$ cat src/rtl/pll_rate_pkg.sv
`timescale 1ns/1ps
package pll_rate_pkg;

  typedef struct packed {
    logic        dac_en;
    logic        dsm_en;
    logic [23:0] frac;
    logic [11:0] intg;
    logic [5:0]  rdiv;
    logic [2:0]  pdiv_b;
    logic [2:0]  pdiv_a;
  } pll_cfg_t;

  localparam int CFG_W  = $bits(pll_cfg_t);
  localparam int RATE_W = 32;

  typedef enum logic [1:0] {
    OP_ROUND   = 2'd0,
    OP_EXACT   = 2'd1,
    OP_REVERSE = 2'd2,
    OP_EXACT2  = 2'd3
  } op_e;

  // Rate of table slot idx; slots at or past live hold zero (terminator).
  function automatic logic [RATE_W-1:0] entry_rate(int idx, int live,
                                                   logic [RATE_W-1:0] top_hz,
                                                   logic [RATE_W-1:0] step_hz);
    if (idx < live) return top_hz - step_hz * RATE_W'(idx);
    return '0;
  endfunction

  // Configuration record of table slot idx.
  function automatic pll_cfg_t entry_cfg(int idx);
    pll_cfg_t c;
    c.dac_en = (idx % 2) == 1;
    c.dsm_en = (idx % 3) == 0;
    c.frac   = 24'(32'h00ABC0 + idx * 32'h1357);
    c.intg   = 12'(200 - 12 * idx);
    c.rdiv   = 6'(idx + 1);
    c.pdiv_a = 3'((idx % 7) + 1);
    c.pdiv_b = 3'(((idx + 3) % 7) + 1);
    return c;
  endfunction

endpackage

$ cat src/rtl/pll_rate_rom.sv
`timescale 1ns/1ps
module pll_rate_rom
  import pll_rate_pkg::*;
#(
  parameter int                DEPTH   = 8,
  parameter int                LIVE    = 6,
  parameter logic [RATE_W-1:0] TOP_HZ  = 32'd1_200_000_000,
  parameter logic [RATE_W-1:0] STEP_HZ = 32'd150_000_000,
  localparam int IW = (DEPTH > 1) ? $clog2(DEPTH) : 1,
  localparam int CW = $clog2(DEPTH + 1)
) (
  input  logic [IW-1:0]     rd_idx,
  output logic [RATE_W-1:0] rd_rate,
  output pll_cfg_t          rd_cfg,
  output logic [RATE_W-1:0] first_rate,
  output pll_cfg_t          first_cfg,
  output logic [CW-1:0]     live_cnt
);

  logic [RATE_W-1:0] rate_arr [DEPTH];
  pll_cfg_t          cfg_arr  [DEPTH];

  for (genvar g = 0; g < DEPTH; g++) begin : g_slot
    assign rate_arr[g] = entry_rate(g, LIVE, TOP_HZ, STEP_HZ);
    assign cfg_arr[g]  = entry_cfg(g);
  end

  // Live count: position of the first zero rate, or DEPTH if none.
  always_comb begin
    logic found;
    found    = 1'b0;
    live_cnt = CW'(DEPTH);
    for (int i = 0; i < DEPTH; i++) begin
      if (!found && rate_arr[i] == '0) begin
        live_cnt = CW'(i);
        found    = 1'b1;
      end
    end
  end

  assign rd_rate    = rate_arr[rd_idx];
  assign rd_cfg     = cfg_arr[rd_idx];
  assign first_rate = rate_arr[0];
  assign first_cfg  = cfg_arr[0];

endmodule

$ cat src/rtl/pll_rate_match.sv
`timescale 1ns/1ps
module pll_rate_match
  import pll_rate_pkg::*;
(
  input  op_e               op,
  input  logic [RATE_W-1:0] key_rate,
  input  pll_cfg_t          key_cfg,
  input  logic [RATE_W-1:0] ent_rate,
  input  pll_cfg_t          ent_cfg,
  output logic              hit
);

  always_comb begin
    case (op)
      OP_ROUND:   hit = (ent_rate <= key_rate);
      OP_REVERSE: hit = (ent_cfg == key_cfg);
      default:    hit = (ent_rate == key_rate);
    endcase
  end

endmodule

$ cat src/rtl/pll_rate_scan.sv
`timescale 1ns/1ps
module pll_rate_scan
  import pll_rate_pkg::*;
#(
  parameter int DEPTH = 8,
  localparam int IW = (DEPTH > 1) ? $clog2(DEPTH) : 1,
  localparam int CW = $clog2(DEPTH + 1)
) (
  input  logic              clk,
  input  logic              rst_n,
  input  logic              req_valid,
  output logic              req_ready,
  input  op_e               req_op,
  input  logic [RATE_W-1:0] req_rate,
  input  pll_cfg_t          req_cfg,
  output op_e               op_q,
  output logic [RATE_W-1:0] key_rate_q,
  output pll_cfg_t          key_cfg_q,
  output logic [IW-1:0]     rd_idx,
  input  logic [RATE_W-1:0] ent_rate,
  input  pll_cfg_t          ent_cfg,
  input  logic [RATE_W-1:0] first_rate,
  input  pll_cfg_t          first_cfg,
  input  logic [CW-1:0]     live_cnt,
  input  logic              ent_hit,
  output logic              rsp_valid,
  output logic              rsp_hit,
  output logic [RATE_W-1:0] rsp_rate,
  output pll_cfg_t          rsp_cfg,
  output logic [IW-1:0]     rsp_idx
);

  logic busy;
  logic at_last;
  logic eff_hit;
  logic is_exact;

  assign req_ready = !busy;
  assign at_last   = (live_cnt == '0) || ((CW'(rd_idx) + CW'(1)) >= live_cnt);
  assign eff_hit   = ent_hit && (live_cnt != '0);
  assign is_exact  = (op_q == OP_EXACT) || (op_q == OP_EXACT2);

  always_ff @(posedge clk) begin
    if (!rst_n) begin
      busy       <= 1'b0;
      rd_idx     <= '0;
      op_q       <= OP_ROUND;
      key_rate_q <= '0;
      key_cfg_q  <= '0;
      rsp_valid  <= 1'b0;
      rsp_hit    <= 1'b0;
      rsp_rate   <= '0;
      rsp_cfg    <= '0;
      rsp_idx    <= '0;
    end else begin
      rsp_valid <= 1'b0;
      if (!busy) begin
        if (req_valid) begin
          busy       <= 1'b1;
          rd_idx     <= '0;
          op_q       <= req_op;
          key_rate_q <= req_rate;
          key_cfg_q  <= req_cfg;
        end
      end else if (eff_hit || at_last) begin
        busy      <= 1'b0;
        rsp_valid <= 1'b1;
        rsp_hit   <= eff_hit;
        if (eff_hit || op_q == OP_ROUND) begin
          rsp_rate <= ent_rate;
          rsp_cfg  <= ent_cfg;
          rsp_idx  <= rd_idx;
        end else if (is_exact) begin
          rsp_rate <= '0;
          rsp_cfg  <= '0;
          rsp_idx  <= '0;
        end else begin
          rsp_rate <= first_rate;
          rsp_cfg  <= first_cfg;
          rsp_idx  <= '0;
        end
      end else begin
        rd_idx <= rd_idx + IW'(1);
      end
    end
  end

  // a taken request makes the engine busy on the next cycle
  p_busy_after_take_r1: assert property (@(posedge clk) disable iff (!rst_n)
    (req_valid && req_ready) |=> !req_ready);

  // result is a single-cycle pulse
  p_pulse_one_cycle_r2: assert property (@(posedge clk) disable iff (!rst_n)
    rsp_valid |=> !rsp_valid);

  // a rounding hit never exceeds the request
  p_round_not_above_r3: assert property (@(posedge clk) disable iff (!rst_n)
    (rsp_valid && rsp_hit && op_q == OP_ROUND) |-> (rsp_rate <= key_rate_q));

  // an exact hit carries the requested rate
  p_exact_equal_r5: assert property (@(posedge clk) disable iff (!rst_n)
    (rsp_valid && rsp_hit && is_exact) |-> (rsp_rate == key_rate_q));

  // an exact miss returns zeros
  p_exact_miss_zero_r6: assert property (@(posedge clk) disable iff (!rst_n)
    (rsp_valid && !rsp_hit && is_exact) |-> (rsp_rate == '0 && rsp_cfg == '0));

  // a reverse hit carries the requested record
  p_reverse_equal_r7: assert property (@(posedge clk) disable iff (!rst_n)
    (rsp_valid && rsp_hit && op_q == OP_REVERSE) |-> (rsp_cfg == key_cfg_q));

  // a reverse miss falls back to entry 0
  p_reverse_default_r8: assert property (@(posedge clk) disable iff (!rst_n)
    (rsp_valid && !rsp_hit && op_q == OP_REVERSE) |-> (rsp_rate == first_rate));

  // the scan pointer stays inside the live part of the table
  p_idx_in_live_r9: assert property (@(posedge clk) disable iff (!rst_n)
    (busy && live_cnt != '0) |-> (CW'(rd_idx) < live_cnt));

endmodule

$ cat src/rtl/pll_rate_lut.sv
`timescale 1ns/1ps
module pll_rate_lut
  import pll_rate_pkg::*;
#(
  parameter int                DEPTH   = 8,
  parameter int                LIVE    = 6,
  parameter logic [RATE_W-1:0] TOP_HZ  = 32'd1_200_000_000,
  parameter logic [RATE_W-1:0] STEP_HZ = 32'd150_000_000,
  localparam int IW = (DEPTH > 1) ? $clog2(DEPTH) : 1,
  localparam int CW = $clog2(DEPTH + 1)
) (
  input  logic              clk,
  input  logic              rst_n,
  input  logic              req_valid,
  output logic              req_ready,
  input  logic [1:0]        req_op,
  input  logic [RATE_W-1:0] req_rate,
  input  logic [CFG_W-1:0]  req_cfg,
  output logic              rsp_valid,
  output logic              rsp_hit,
  output logic [RATE_W-1:0] rsp_rate,
  output logic [CFG_W-1:0]  rsp_cfg,
  output logic [IW-1:0]     rsp_idx
);

  op_e               op_q;
  logic [RATE_W-1:0] key_rate_q;
  pll_cfg_t          key_cfg_q;
  logic [IW-1:0]     rd_idx;
  logic [RATE_W-1:0] ent_rate;
  pll_cfg_t          ent_cfg;
  logic [RATE_W-1:0] first_rate;
  pll_cfg_t          first_cfg;
  logic [CW-1:0]     live_cnt;
  logic              ent_hit;
  pll_cfg_t          rsp_cfg_s;

  pll_rate_rom #(
    .DEPTH(DEPTH), .LIVE(LIVE), .TOP_HZ(TOP_HZ), .STEP_HZ(STEP_HZ)
  ) u_rom (
    .rd_idx    (rd_idx),
    .rd_rate   (ent_rate),
    .rd_cfg    (ent_cfg),
    .first_rate(first_rate),
    .first_cfg (first_cfg),
    .live_cnt  (live_cnt)
  );

  pll_rate_match u_match (
    .op      (op_q),
    .key_rate(key_rate_q),
    .key_cfg (key_cfg_q),
    .ent_rate(ent_rate),
    .ent_cfg (ent_cfg),
    .hit     (ent_hit)
  );

  pll_rate_scan #(.DEPTH(DEPTH)) u_scan (
    .clk       (clk),
    .rst_n     (rst_n),
    .req_valid (req_valid),
    .req_ready (req_ready),
    .req_op    (op_e'(req_op)),
    .req_rate  (req_rate),
    .req_cfg   (pll_cfg_t'(req_cfg)),
    .op_q      (op_q),
    .key_rate_q(key_rate_q),
    .key_cfg_q (key_cfg_q),
    .rd_idx    (rd_idx),
    .ent_rate  (ent_rate),
    .ent_cfg   (ent_cfg),
    .first_rate(first_rate),
    .first_cfg (first_cfg),
    .live_cnt  (live_cnt),
    .ent_hit   (ent_hit),
    .rsp_valid (rsp_valid),
    .rsp_hit   (rsp_hit),
    .rsp_rate  (rsp_rate),
    .rsp_cfg   (rsp_cfg_s),
    .rsp_idx   (rsp_idx)
  );

  assign rsp_cfg = rsp_cfg_s;

endmodule

$ cat config.mk
export PLATFORM = sky130hd
export DESIGN_NAME = pll_rate_lut
export DESIGN_NICKNAME = d
export VERILOG_FILES = /design/src/rtl/pll_rate_pkg.sv /design/src/rtl/pll_rate_rom.sv /design/src/rtl/pll_rate_match.sv /design/src/rtl/pll_rate_scan.sv /design/src/rtl/pll_rate_lut.sv
export SDC_FILE = /design/constraint.sdc
export NUM_CORES = 1
export LEC_CHECK = 0
export BUFFER_PORTS_ARGS = -buffer_cell sky130_fd_sc_hd__buf_2
export CORE_MARGIN = 2
export CORE_UTILIZATION = 60
export CTS_CLUSTER_SIZE = 8
export DETAILED_ROUTE_END_ITERATION = 8
export PLACE_DENSITY = 0.87
export SETUP_SLACK_MARGIN = 0.2
export SLEW_MARGIN = 20
export SYNTH_ARGS = -nofsm -noshare
export SYNTH_HDL_FRONTEND = slang
export SYNTH_HIERARCHICAL = 1
export SYNTH_SLANG_ARGS = --single-unit
$ cat constraint.sdc
create_clock -name clk -period 10.4 [get_ports clk]
set_clock_uncertainty 0.2 [all_clocks]
set_input_delay 0 -clock clk [delete_from_list [all_inputs] [get_ports clk]]
set_output_delay 0 -clock clk [all_outputs]
set_load 0.05 [all_outputs]
==> reports/qor.json, run 1 <==
{
  "floorplanning": {
    "floorplan.die_area_sq_um": 19400,
    "design.portCount": 175,
    "die_y_um": 139,
    "placementRows": 49,
    "placeableCoreArea_sq_um": 18000,
    "starting_density_of_the_core_pct": 61.1,
    "dieWidth_um": 139
  },
  "worst_hold_path": {
    "hp-start": "req_cfg[46]",
    "whs_path_depth": 4,
    "hold_path_class": "input pin to flop",
    "hold_end": "u_scan/key_cfg_q[46]"
  },
  "setup_path": {
    "crit_arrival_ns": 6.20,
    "worstPathRequired_ns": 10.55,
    "r2r_cells": 17,
    "r2r-start": "u_scan/rd_idx[0]",
    "cp_slowest_cell": "sky130_fd_sc_hd__dfxtp_1",
    "critical_path.startpoint": "u_scan/rd_idx[0]",
    "crit_path_max_fanout": 97,
    "worst_path_largest_cell_delay_ns": 0.87,
    "worstPathCellList": "inv_1, ha_1, nand2b_1, and2_1, ha_1, nand4_1, nor2_1, o2bb2ai_1, o31ai_1, nand3_1, a22oi_1, nor3_2, o22ai_4, buf_4, buf_16, o21ai_0, a21oi_1",
    "startpoint_type": "flop",
    "worst_path_most_repeated_cell": "sky130_fd_sc_hd__ha_1",
    "category_of_the_most_critical_setup_path": "flop to flop",
    "critPathCaptureType": "flop",
    "regToRegEndpoint": "u_scan/rsp_cfg[18]",
    "reg2reg_slack_ns": 4.35
  },
  "logic_synthesis": {
    "synth_top_area_cell": "sky130_fd_sc_hd__dfxtp_1",
    "synth.ff_latch_count": 175,
    "post-synth-top-area-fraction_pct": 31.9,
    "synthTopCellsByArea": "sky130_fd_sc_hd__dfxtp_1 (32%), sky130_fd_sc_hd__buf_4 (9.0%), sky130_fd_sc_hd__nand2_1 (6.6%)",
    "postSynthCellCount": 1363,
    "synth_cell_types": 48,
    "sequential_element_share_of_the_synthesized_area_pct": 31.9,
    "post_synth.cell_area_avg_sq_um": 8.05,
    "post_synth_instance_area_sq_um": 11000,
    "synth-warning-count": 6
  },
  "drt": {
    "firstDrtPassIters": 6,
    "wl_per_cell_um": 18.3,
    "drtIter0Drc": 1223,
    "vias_post_dr": 10700,
    "detail-route-antenna-nets": 0,
    "wl_mm": 33.5,
    "drc_errors": 0,
    "vias_per_cell": 5.83
  },
  "power_and_ir_drop": {
    "pwr-share-seq_pct": 38.5,
    "power_switching_w": 0.000720,
    "clock_power_share_pct": 31.5,
    "max-vdd-ir-drop_uv": 126,
    "leakage_nw": 5.69,
    "p_sw_share_pct": 36.0,
    "internal_w": 0.00128,
    "power_density_nw_per_um2": 151,
    "total_power_w": 0.00200,
    "combinationalPowerShare_pct": 30.0
  },
  "sta": {
    "final.min_clock_period_ns": 6.05,
    "tns_ns": 0,
    "fmax_mhz": 165,
    "grt_setup_unrepaired": "false",
    "report.final.setup_viol": 0,
    "final_min_period_over_clock_period_pct": 58.1,
    "endpoints_failing_hold": 0,
    "maxSlewViolCount": 0,
    "slew_headroom_pct": 27.4,
    "tightest_slew_ns": 1.09
  },
  "cells_and_area": {
    "mostFrequentLayoutCell": "sky130_fd_sc_hd__nand2_1",
    "design_area_sq_um": 13200,
    "fillers": 1193,
    "final_layout_size_suffix_gt1_share_pct": 15.1,
    "nets": 1725,
    "layout.cells.most_common_list": "sky130_fd_sc_hd__nand2_1 (191), sky130_fd_sc_hd__buf_2 (173), sky130_fd_sc_hd__dfxtp_1 (173)",
    "syn_to_final_growth_pct": 20.5
  },
  "place": {
    "globalplace.congestion": 0.927,
    "hpwl_mm": 19.0,
    "buffer_ports.inserted": 174,
    "placedInstanceArea_sq_um": 11100
  },
  "grt": {
    "gr-usage-met3_pct": 6.40,
    "antenna_found_initial": 1,
    "grt_start_max_net_pins": 121,
    "globalRouteTotalUtil_pct": 33.6,
    "use_met1_pct": 39.7,
    "grt_pass1_wl_mm": 52.7,
    "gr-max-usage-layer": "met2",
    "global_route.usage.met2_pct": 58.4,
    "first_global_vias": 10400,
    "global_route.overflow_total": 0
  },
  "cts": {
    "cts_buffers": 17,
    "htree_num_levels": 4,
    "clock_latency_ns": 0.44,
    "clock_tree.buffer_depth": 2,
    "ctsResizeCount": 0,
    "clock_sinks": 175,
    "clk_root_buffer_cell": "sky130_fd_sc_hd__clkbuf_16",
    "cts_setup_buffers": 0,
    "cts_tree": "done",
    "clk_transition_reported_paths_ns": 0.07
  },
  "run": {
    "maxCapViolations": 0
  },
  "run_status": {
    "outcome": "finished clean"
  }
}
## final cells by class
cell class	instances	area, sq um	area share (%)
sequential	175	3510	26.5
antenna	1	2.50	0.0189
clock inverter	11	106	0.804
clock buffer	21	460	3.48
inverter	44	165	1.25
tap	229	287	2.17
multi-input combinational	1023	6240	47.2
timing repair buffer	332	2450	18.6
## flip-flops by register name (all words and copies together) (netlist names)
signal / flops
u_scan/rsp_valid: 1
u_scan/key_cfg_q: 50
u_scan/rsp_hit: 1
u_scan/busy: 1
u_scan/rsp_cfg: 50
u_scan/op_q: 2
u_scan/rsp_rate: 32
u_scan/key_rate_q: 32
u_scan/rsp_idx: 3
u_scan/rd_idx: 3
## metrics by stage
step                      setup WS (ns)  instances  utilization, %  hold WS, ns
final                              4.35       1836            73.6        0.151
after global routing               4.09       1836            73.6        0.167
after CTS                          3.98       1833            73.4        0.151
after detailed placement           4.09       1654            62.0       0.0605
after global placement             4.41       1654            62.0       0.0459
after floorplan                    6.56       1471               -      -0.0551
## how the worst max path moves through the flow
stage / cells after the start / to
floorplan: 16 / u_scan/rsp_rate[23]
global placement: 16 / u_scan/rsp_rate[20]
detailed placement: 16 / u_scan/rsp_rate[15]
CTS: 16 / u_scan/rsp_cfg[15]
global route: 17 / u_scan/rsp_cfg[15]
finish: 17 / u_scan/rsp_cfg[18]
## power by group through the flow
stage	clock [W]	sequential [W]	combinational, W
final	0.000629	0.000770	0.000599
after floorplan	0	0.000891	0.000338
after detailed placement	0	0.000781	0.000520
after global placement	0	0.000781	0.000508
after CTS	0.000630	0.000767	0.000568
after global routing	0.000662	0.000775	0.000638
## what timing repair did
item / CTS / global route
hold buffers: 147 / 0
setup endpoints to repair: 0 / 0
endpoints found under the hold margin: 120 / 0
## cells in the mapped netlist, drive strengths merged
cell type  count
and3           4
nor4           5
xnor2         48
a21boi        91
a211oi         1
nor2           7
a2111oi        1
ha            45
o211ai         2
xor2           3
nand4         21
and2b          1
nand2b        18
nand2        193
o31ai          1
a31oi         83
a21o           2
nor2b         88
o22ai          1
or2            1
dfxtp        175
buf          169
a22oi          1
a2bb2oi       82
a21oi        100
conb           2
o2bb2ai        1
nand3          5
a221oi         1
clkbuf        60
o21ai         93
inv           44
nor3           4
and2           3
mux2i          1
o21a           6
## worst max-delay path, delay by kind of cell (launching register included)
kind                       cells  cell delay (ns)
DFF                            1             0.87
and+or+nand+nor                6             0.91
AOI/OAI and AO/OA              6             1.79
adders and majority gates      2             1.00
buffers and inverters          3             1.10
## logic make-up (layout without fill, tap and decap cells)
family | after synthesis | after routing | share of synthesized area [%]
other | 2 | 111 | 0.0685
flip-flops | 175 | 175 | 31.9
multiplexers | 1 | 1 | 0.0913
AND/OR/NAND/NOR | 350 | 350 | 15.5
buffers and inverters | 273 | 408 | 15.0
adder cells (fa/ha/maj) | 45 | 45 | 5.13
AO/OA/AOI/OAI | 466 | 466 | 28.2
XOR/XNOR | 51 | 51 | 4.07
## per-layer routing
metal  vias to the layer above  share of wire, %
met5                         -                 0
met4                         0               4.5
met3                       104               7.3
met2                       575                50
met1                      5050                38
li1                       4971                 -
Note: power is estimated with default switching activity, not from simulation.
==> run 2, diff against run 1 <==
--- a/config.mk
+++ b/config.mk
@@ -7,10 +7,10 @@
 export LEC_CHECK = 0
 export BUFFER_PORTS_ARGS = -buffer_cell sky130_fd_sc_hd__buf_2
 export CORE_MARGIN = 2
-export CORE_UTILIZATION = 60
+export CORE_UTILIZATION = 58
 export CTS_CLUSTER_SIZE = 8
 export DETAILED_ROUTE_END_ITERATION = 8
-export PLACE_DENSITY = 0.87
+export PLACE_DENSITY = 0.84
 export SETUP_SLACK_MARGIN = 0.2
 export SLEW_MARGIN = 20
 export SYNTH_ARGS = -nofsm -noshare
==> constraint.sdc (replaced) <==
create_clock -name clk -period 6.1 [get_ports clk]
set_clock_uncertainty 0.2 [all_clocks]
set_input_delay 0 -clock clk [delete_from_list [all_inputs] [get_ports clk]]
set_output_delay 0 -clock clk [all_outputs]
set_load 0.05 [all_outputs]
==> reports/qor.json, run 2 (synthesis gave the netlist of run 1 again) <==
{
  "worst_hold_path": {
    "hold_path_class": "input pin to flop",
    "whs_path_depth": {"value": 4, "change": "unchanged"},
    "hp-start": "req_cfg[22]"
  },
  "cells_and_area": {
    "final_layout_size_suffix_gt1_share": {"value": 15.1, "unit": "%", "change": "+0.079 points"},
    "layout.cells.most_common_list": "sky130_fd_sc_hd__nand2_1 (191), sky130_fd_sc_hd__buf_2 (173), sky130_fd_sc_hd__dfxtp_1 (173)",
    "syn_to_final_growth_pct": 22.3,
    "final_cells": {"value": 1858, "change": "+1.2%"},
    "nets": {"value": 1744, "change": "+1.1%"},
    "utilization": {"value": 71.9, "unit": "%", "change": "-1.7 points"},
    "fillers": {"value": 1310, "change": "+9.8%"},
    "layout_top_registers": "u_scan/key_cfg_q (50), u_scan/rsp_cfg (50)",
    "antenna-diode-count": {"value": 0, "change": "-1"},
    "mostFrequentLayoutCell": "sky130_fd_sc_hd__nand2_1"
  },
  "run": {
    "maxCapViolations": {"value": 0, "change": "unchanged"}
  },
  "place": {
    "hpwl": {"value": 19.2, "unit": "mm", "change": "+1.1%"},
    "dpl.cell_count": {"value": 1665, "change": "+0.67%"},
    "buffer_ports.inserted": {"value": 174, "change": "unchanged"},
    "globalplace.congestion": {"value": 0.893, "change": "-3.6%"},
    "dp_worst_setup_slack": {"value": 1.17, "unit": "ns", "change": "-2.92 ns"}
  },
  "setup_path": {
    "worst_path_largest_cell_delay": {"value": 0.61, "unit": "ns", "change": "-0.26 ns"},
    "critPathCaptureType": "flop",
    "r2r_cells": {"value": 16, "change": "-1"},
    "worst_path_most_repeated_cell": "sky130_fd_sc_hd__ha_1",
    "crit_arrival": {"value": 5.28, "unit": "ns", "change": "-0.92 ns"},
    "worstPathCellList": "inv_1, ha_1, nand2b_1, nand2_1, ha_1, nand4_1, nor2_1, o2bb2ai_1, o31ai_1, nand3_1, a22oi_1, nor3_2, o22ai_4, buf_12, o21ai_0, a21oi_1",
    "category_of_the_most_critical_setup_path": "flop to flop",
    "startpoint_type": "flop",
    "worstPathRequired": {"value": 6.25, "unit": "ns", "change": "-4.30 ns"},
    "crit_path_max_fanout": {"value": 77, "change": "-21%"},
    "critical_path.startpoint": "u_scan/rd_idx[1]",
    "r2r-start": "u_scan/rd_idx[1]",
    "cp_slowest_cell": "sky130_fd_sc_hd__o22ai_4"
  },
  "floorplanning": {
    "floorplan.die_area": {"value": 20000, "unit": "sq um", "change": "+3.3%"},
    "die_y": {"value": 142, "unit": "um", "change": "+1.7%"},
    "placeableCoreArea": {"value": 18600, "unit": "sq um", "change": "+3.8%"},
    "design.portCount": {"value": 175, "change": "unchanged"},
    "starting_density_of_the_core": {"value": 58.8, "unit": "%", "change": "-2.2 points"},
    "dieWidth": {"value": 142, "unit": "um", "change": "+1.7%"},
    "placementRows": {"value": 50, "change": "+2.0%"}
  },
  "drt": {
    "detail-route-antenna-nets": {"value": 0, "change": "unchanged"},
    "drc_errors": {"value": 0, "change": "unchanged"},
    "firstDrtPassIters": {"value": 6, "change": "unchanged"},
    "vias_per_cell": {"value": 5.70, "change": "-2.2%"},
    "wl": {"value": 33.1, "unit": "mm", "change": "-1.3%"},
    "vias_post_dr": {"value": 10600, "change": "-1.0%"},
    "drtIter0Drc": {"value": 885, "change": "-28%"},
    "wl_per_cell": {"value": 17.8, "unit": "um", "change": "-2.5%"}
  },
  "power_and_ir_drop": {
    "power_density": {"value": 258, "unit": "nW/um^2", "change": "+70%"},
    "max-vdd-ir-drop": {"value": 194, "unit": "uV", "change": "+54%"},
    "leakage": {"value": 5.80, "unit": "nW", "change": "+1.9%"}
  },
  "sta": {
    "grt_setup_unrepaired": "false",
    "endpoints_failing_hold": {"value": 0, "change": "unchanged"},
    "final_min_period_over_clock_period": {"value": 84.0, "unit": "%", "change": "+26 points"},
    "tns": {"value": 0, "unit": "ns", "change": "unchanged"},
    "report.final.setup_viol": {"value": 0, "change": "unchanged"},
    "maxSlewViolCount": {"value": 0, "change": "unchanged"},
    "fmax": {"value": 195, "unit": "MHz", "change": "+18%"},
    "slew_headroom": {"value": 27.3, "unit": "%", "change": "-0.085 points"},
    "layout_setup_ws": {"value": 0.975, "unit": "ns", "change": "-3.38 ns"},
    "final.min_clock_period": {"value": 5.13, "unit": "ns", "change": "-0.921 ns"},
    "tightest_slew": {"value": 1.09, "unit": "ns", "change": "+0.00127 ns"}
  },
  "cts": {
    "clock_latency": {"value": 0.45, "unit": "ns", "change": "about the same"},
    "cts_buffers": {"value": 17, "change": "unchanged"},
    "clock_tree.buffer_depth": {"value": 2, "change": "unchanged"},
    "clock_sinks": {"value": 175, "change": "unchanged"},
    "htree_num_levels": {"value": 4, "change": "unchanged"},
    "cts_tree": "done",
    "clk_root_buffer_cell": "sky130_fd_sc_hd__clkbuf_16",
    "ctsResizeCount": {"value": 0, "change": "unchanged"},
    "clk_transition_reported_paths": {"value": 0.07, "unit": "ns", "change": "about the same"}
  },
  "run_status": {
    "outcome": "finished clean"
  },
  "grt": {
    "globalRouteTotalUtil": {"value": 33.0, "unit": "%", "change": "-0.63 points"},
    "first_global_vias": {"value": 10400, "change": "+0.41%"},
    "antenna_found_initial": {"value": 0, "change": "-1"},
    "grt_start_max_net_pins": {"value": 115, "change": "-5.0%"},
    "global_route.overflow_total": {"value": 0, "change": "unchanged"},
    "grt_pass1_wl": {"value": 52.7, "unit": "mm", "change": "about the same"}
  }
}
run 2: metal layers:
metal	GRT usage (%)	share of wire, %	wire length (um)	vias up
met5	0	0	0	-
met4	16.2	4.5	1500	0
met1	39.7	39	13000	4986
met2	57.4	50	16500	491
met3	5.20	6.5	2150	116
li1	-	-	-	4997
run 2: what timing repair did:
action	CTS	global route
hold endpoints to repair	107	0
hold buffers	162	0
buffers inserted	0	0
run 2: metrics by stage:
| step | hold slack [ns] | area (sq um) | total power [W] |
|---|---|---|---|
| 6_report | 0.160 | 13400 | 0.00345 |
| 4_1_cts | 0.152 | 13400 | 0.00341 |
| 3_5_place_dp | 0.0605 | 11200 | 0.00223 |
| 5_1_grt | 0.190 | 13400 | 0.00359 |
| 3_3_place_gp | 0.0539 | 11200 | 0.00221 |
| 2_1_floorplan | -0.0551 | 11400 | 0.00209 |
run 2: worst max-delay path, delay by kind of cell (launching register included):
family	cells	cell delay, ns
buffers and inverters	2	0.57
and+or+nand+nor	6	0.93
adders and majority gates	2	0.89
DFF	1	0.58
AOI/OAI and AO/OA	6	1.82
run 2: report_power, final:
group          internal, W  switching [W]
Combinational     0.000360       0.000672
Clock             0.000627       0.000491
Sequential         0.00124      0.0000653
Total              0.00223        0.00123
run 2: final timing paths:
| path | endpoint | slack (ns) |
|---|---|---|
| setup / recovery | u_scan/rsp_cfg[39] | 0.97 |
| hold / removal | u_scan/key_cfg_q[22] | 0.16 |
| setup reg to reg | u_scan/rsp_cfg[39] | 0.97 |
| hold reg to reg | u_scan/key_rate_q[14] | 0.27 |
run 2: layout make-up:
class | instances | area, sq um | share of cell area (%)
clock buffers | 20 | 457 | 3.40
clock inverters | 11 | 133 | 0.989
inverters | 44 | 165 | 1.23
multi-input cells | 1023 | 6240 | 46.5
flip-flops and latches | 175 | 3510 | 26.2
well taps | 234 | 293 | 2.18
repair buffers | 351 | 2620 | 19.5
==> run 3, diff against run 2 <==
==> constraint.sdc (replaced) <==
create_clock -name clk -period 5.3 [get_ports clk]
set_clock_uncertainty 0.2 [all_clocks]
set_input_delay 0 -clock clk [delete_from_list [all_inputs] [get_ports clk]]
set_output_delay 0 -clock clk [all_outputs]
set_load 0.05 [all_outputs]
==> reports/qor.json, run 3 (synthesis gave the netlist of run 1 again) <==
{
  "run_status": {
    "outcome": "finished clean"
  },
  "cts": {
    "cts_buffers": {"value": 17, "change": "unchanged"},
    "cts_setup_buffers": {"value": 0, "change": "unchanged"},
    "htree_num_levels": {"value": 4, "change": "unchanged"},
    "cts_tree": "done",
    "clock_sinks": {"value": 175, "change": "unchanged"},
    "clk_transition_reported_paths": {"value": 0.07, "unit": "ns", "change": "about the same"},
    "clock_latency": {"value": 0.44, "unit": "ns", "change": "about the same"},
    "clk_root_buffer_cell": "sky130_fd_sc_hd__clkbuf_16",
    "clock_tree.buffer_depth": {"value": 2, "change": "unchanged"}
  },
  "place": {
    "buffer_ports.inserted": {"value": 174, "change": "unchanged"},
    "hpwl": {"value": 19.7, "unit": "mm", "change": "+2.8%"},
    "globalplace.congestion": {"value": 0.892, "change": "-0.13%"},
    "dpl.cell_count": {"value": 1667, "change": "+0.12%"},
    "placedInstanceArea": {"value": 11200, "unit": "sq um", "change": "+0.13%"}
  },
  "drt": {
    "met2_wirelength": {"value": 15.3, "unit": "mm", "change": "-7.2%"},
    "vias_per_cell": {"value": 5.69, "change": "-0.14%"},
    "top_signal_layer_used": "met4",
    "drtIter0Drc": {"value": 1097, "change": "+24%"},
    "met1Wirelength": {"value": 13.0, "unit": "mm", "change": "about the same"},
    "vias_post_dr": {"value": 10200, "change": "-3.4%"},
    "wl_per_cell": {"value": 17.6, "unit": "um", "change": "-1.2%"},
    "firstDrtPassIters": {"value": 8, "change": "+2"},
    "drc_errors": {"value": 0, "change": "unchanged"},
    "detail-route-antenna-nets": {"value": 0, "change": "unchanged"},
    "wl": {"value": 31.6, "unit": "mm", "change": "-4.4%"},
    "met3_length": {"value": 2.12, "unit": "mm", "change": "-1.4%"}
  },
  "setup_path": {
    "critPathCaptureType": "flop",
    "reg2reg_slack": {"value": 0.54, "unit": "ns", "change": "-0.44 ns"},
    "regToRegEndpoint": "u_scan/rsp_cfg[49]",
    "r2r_cells": {"value": 13, "change": "-3"},
    "startpoint_type": "flop",
    "crit_path_max_fanout": {"value": 30, "change": "-61%"},
    "category_of_the_most_critical_setup_path": "flop to flop",
    "r2r-start": "u_scan/rd_idx[1]",
    "path_buf_inv": {"value": 2, "change": "unchanged"},
    "crit_arrival": {"value": 4.91, "unit": "ns", "change": "-0.37 ns"},
    "worst_path_largest_cell_delay": {"value": 0.69, "unit": "ns", "change": "+0.08 ns"},
    "cp_slowest_cell": "sky130_fd_sc_hd__and2b_2",
    "worstPathCellList": "inv_1, ha_1, nand2_1, nand2_1, ha_1, nand4_1, nor4_1, a21oi_1, a22oi_1, and2b_2, buf_4, a2bb2oi_1, a21oi_1",
    "critPathTopFamily": "simple AND/OR/NAND/NOR gates",
    "worstPathRequired": {"value": 5.44, "unit": "ns", "change": "-0.81 ns"}
  },
  "cells_and_area": {
    "antenna-diode-count": {"value": 0, "change": "unchanged"},
    "nets": {"value": 1683, "change": "-3.5%"},
    "final_layout_size_suffix_gt1_share": {"value": 15.8, "unit": "%", "change": "+0.65 points"},
    "syn_to_final_growth_pct": 17.0,
    "layout_top_registers": "u_scan/key_cfg_q (50), u_scan/rsp_cfg (50)",
    "sequential_cell_area": {"value": 3510, "unit": "sq um", "change": "unchanged"},
    "final_cells": {"value": 1798, "change": "-3.2%"},
    "multi_input_area": {"value": 6240, "unit": "sq um", "change": "unchanged"},
    "layout.cells.most_common_list": "sky130_fd_sc_hd__nand2_1 (191), sky130_fd_sc_hd__buf_2 (173), sky130_fd_sc_hd__dfxtp_1 (173)",
    "fillers": {"value": 1428, "change": "+9.0%"},
    "mostFrequentLayoutCell": "sky130_fd_sc_hd__nand2_1",
    "design_area": {"value": 12800, "unit": "sq um", "change": "-4.3%"}
  },
  "grt": {
    "global_route.overflow_total": {"value": 0, "change": "unchanged"},
    "globalRouteTotalUtil": {"value": 30.7, "unit": "%", "change": "-2.3 points"},
    "grt_start_max_net_pins": {"value": 115, "change": "unchanged"},
    "antenna_found_initial": {"value": 0, "change": "unchanged"},
    "grt_pass1_wl": {"value": 49.0, "unit": "mm", "change": "-7.1%"},
    "first_global_vias": {"value": 9608, "change": "-8.0%"}
  },
  "floorplanning": {
    "dieWidth": {"value": 142, "unit": "um", "change": "unchanged"},
    "die_y": {"value": 142, "unit": "um", "change": "unchanged"},
    "floorplan.die_area": {"value": 20000, "unit": "sq um", "change": "unchanged"},
    "starting_density_of_the_core": {"value": 58.8, "unit": "%", "change": "unchanged"},
    "placementRows": {"value": 50, "change": "unchanged"},
    "placeableCoreArea": {"value": 18600, "unit": "sq um", "change": "unchanged"},
    "design.portCount": {"value": 175, "change": "unchanged"}
  },
  "sta": {
    "final_min_period_over_clock_period": {"value": 89.9, "unit": "%", "change": "+5.9 points"},
    "grt_setup_unrepaired": "false",
    "slew_headroom": {"value": 36.9, "unit": "%", "change": "+9.6 points"},
    "endpoints_failing_hold": {"value": 0, "change": "unchanged"},
    "tightest_slew": {"value": 0.946, "unit": "ns", "change": "-0.145 ns"},
    "final.min_clock_period": {"value": 4.76, "unit": "ns", "change": "-0.361 ns"},
    "maxSlewViolCount": {"value": 0, "change": "unchanged"},
    "fmax": {"value": 210, "unit": "MHz", "change": "+7.6%"},
    "tns": {"value": 0, "unit": "ns", "change": "unchanged"},
    "report.final.setup_viol": {"value": 0, "change": "unchanged"}
  },
  "power_and_ir_drop": {
    "power_density": {"value": 311, "unit": "nW/um^2", "change": "+21%"},
    "leakage": {"value": 5.52, "unit": "nW", "change": "-4.8%"},
    "max-vdd-ir-drop": {"value": 224, "unit": "uV", "change": "+16%"}
  },
  "run": {
    "maxCapViolations": {"value": 0, "change": "unchanged"}
  },
  "worst_hold_path": {
    "hold_end": "u_scan/key_cfg_q[9]",
    "hold_path_class": "input pin to flop",
    "hp-start": "rst_n",
    "whs_path_depth": {"value": 2, "change": "-2"}
  }
}
## run 3: changes by cell type in the layout (fill, tap and decap cells not counted), sizes merged
| cell | delta |
|---|---|
| inv | -2 |
| dlygate4sd3 | -63 |
| clkbuf | +4 |
| buf | +2 |
| bufinv | +1 |
| clkinvlp | -2 |
## run 3: metal layers
metal / GRT usage [%] / vias to the layer above
li1: - / 4880
met1: 38.4 / 4813
met2: 51.7 / 449
met3: 5.53 / 92
met4: 13.8 / 0
met5: 0 / -
## run 3: worst reg2reg max path: stages, from the launching register on
cell	delay [ns]
sky130_fd_sc_hd__dfxtp_1	0.59
sky130_fd_sc_hd__inv_1	0.18
sky130_fd_sc_hd__ha_1	0.25
sky130_fd_sc_hd__nand2_1	0.10
sky130_fd_sc_hd__nand2_1	0.31
sky130_fd_sc_hd__ha_1	0.46
sky130_fd_sc_hd__nand4_1	0.19
sky130_fd_sc_hd__nor4_1	0.51
sky130_fd_sc_hd__a21oi_1	0.13
sky130_fd_sc_hd__a22oi_1	0.34
sky130_fd_sc_hd__and2b_2	0.69
sky130_fd_sc_hd__buf_4	0.34
sky130_fd_sc_hd__a2bb2oi_1	0.11
sky130_fd_sc_hd__a21oi_1	0.26
## run 3: final cells by class
class / count / area share, %
Sequential cell: 175 / 27.3
Tap cell: 234 / 2.28
Inverter: 44 / 1.29
Clock inverter: 8 / 0.984
Multi-Input combinational cell: 1023 / 48.6
Clock buffer: 24 / 3.92
Timing Repair Buffer: 290 / 15.6
## run 3: worst max-delay path by stage
| stage | startpoint | depth (start not counted) | slack [ns] | to |
|---|---|---|---|---|
| 2_1_floorplan | u_scan/rd_idx[0] | 16 | 1.46 | u_scan/rsp_rate[23] |
| 3_3_place_gp | u_scan/rd_idx[1] | 13 | 0.81 | u_scan/rsp_cfg[7] |
| 3_5_place_dp | u_scan/rd_idx[1] | 13 | 0.75 | u_scan/rsp_cfg[7] |
| 4_1_cts | u_scan/rd_idx[1] | 13 | 0.70 | u_scan/rsp_cfg[26] |
| 5_1_grt | u_scan/rd_idx[1] | 14 | 0.28 | u_scan/rsp_rate[20] |
| 6_report | u_scan/rd_idx[1] | 13 | 0.54 | u_scan/rsp_cfg[49] |
## run 3: power breakdown
part | switching [W] | total (W) | internal (W)
clock network | 0.000534 | 0.00134 | 0.000808
registers | 0.0000814 | 0.00151 | 0.00143
logic | 0.000760 | 0.00114 | 0.000380
total | 0.00138 | 0.00399 | 0.00262
## run 3: stage by stage
| step | utilization (%) | power, W | hold slack (ns) | setup slack, ns |
|---|---|---|---|---|
| floorplan | - | 0.00241 | -0.0551 | 1.46 |
| global placement | 60.2 | 0.00255 | 0.0563 | 0.809 |
| detailed placement | 60.2 | 0.00257 | 0.0610 | 0.746 |
| CTS | 68.9 | 0.00396 | 0.00305 | 0.705 |
| global route | 68.9 | 0.00414 | 0.0534 | 0.277 |
| finish | 68.9 | 0.00399 | 0.0143 | 0.535 |
## run 3: repair_timing
item	4_1_cts	5_1_grt
gates resized for setup	0	0
endpoints found under the hold margin	84	0
hold buffers	99	0
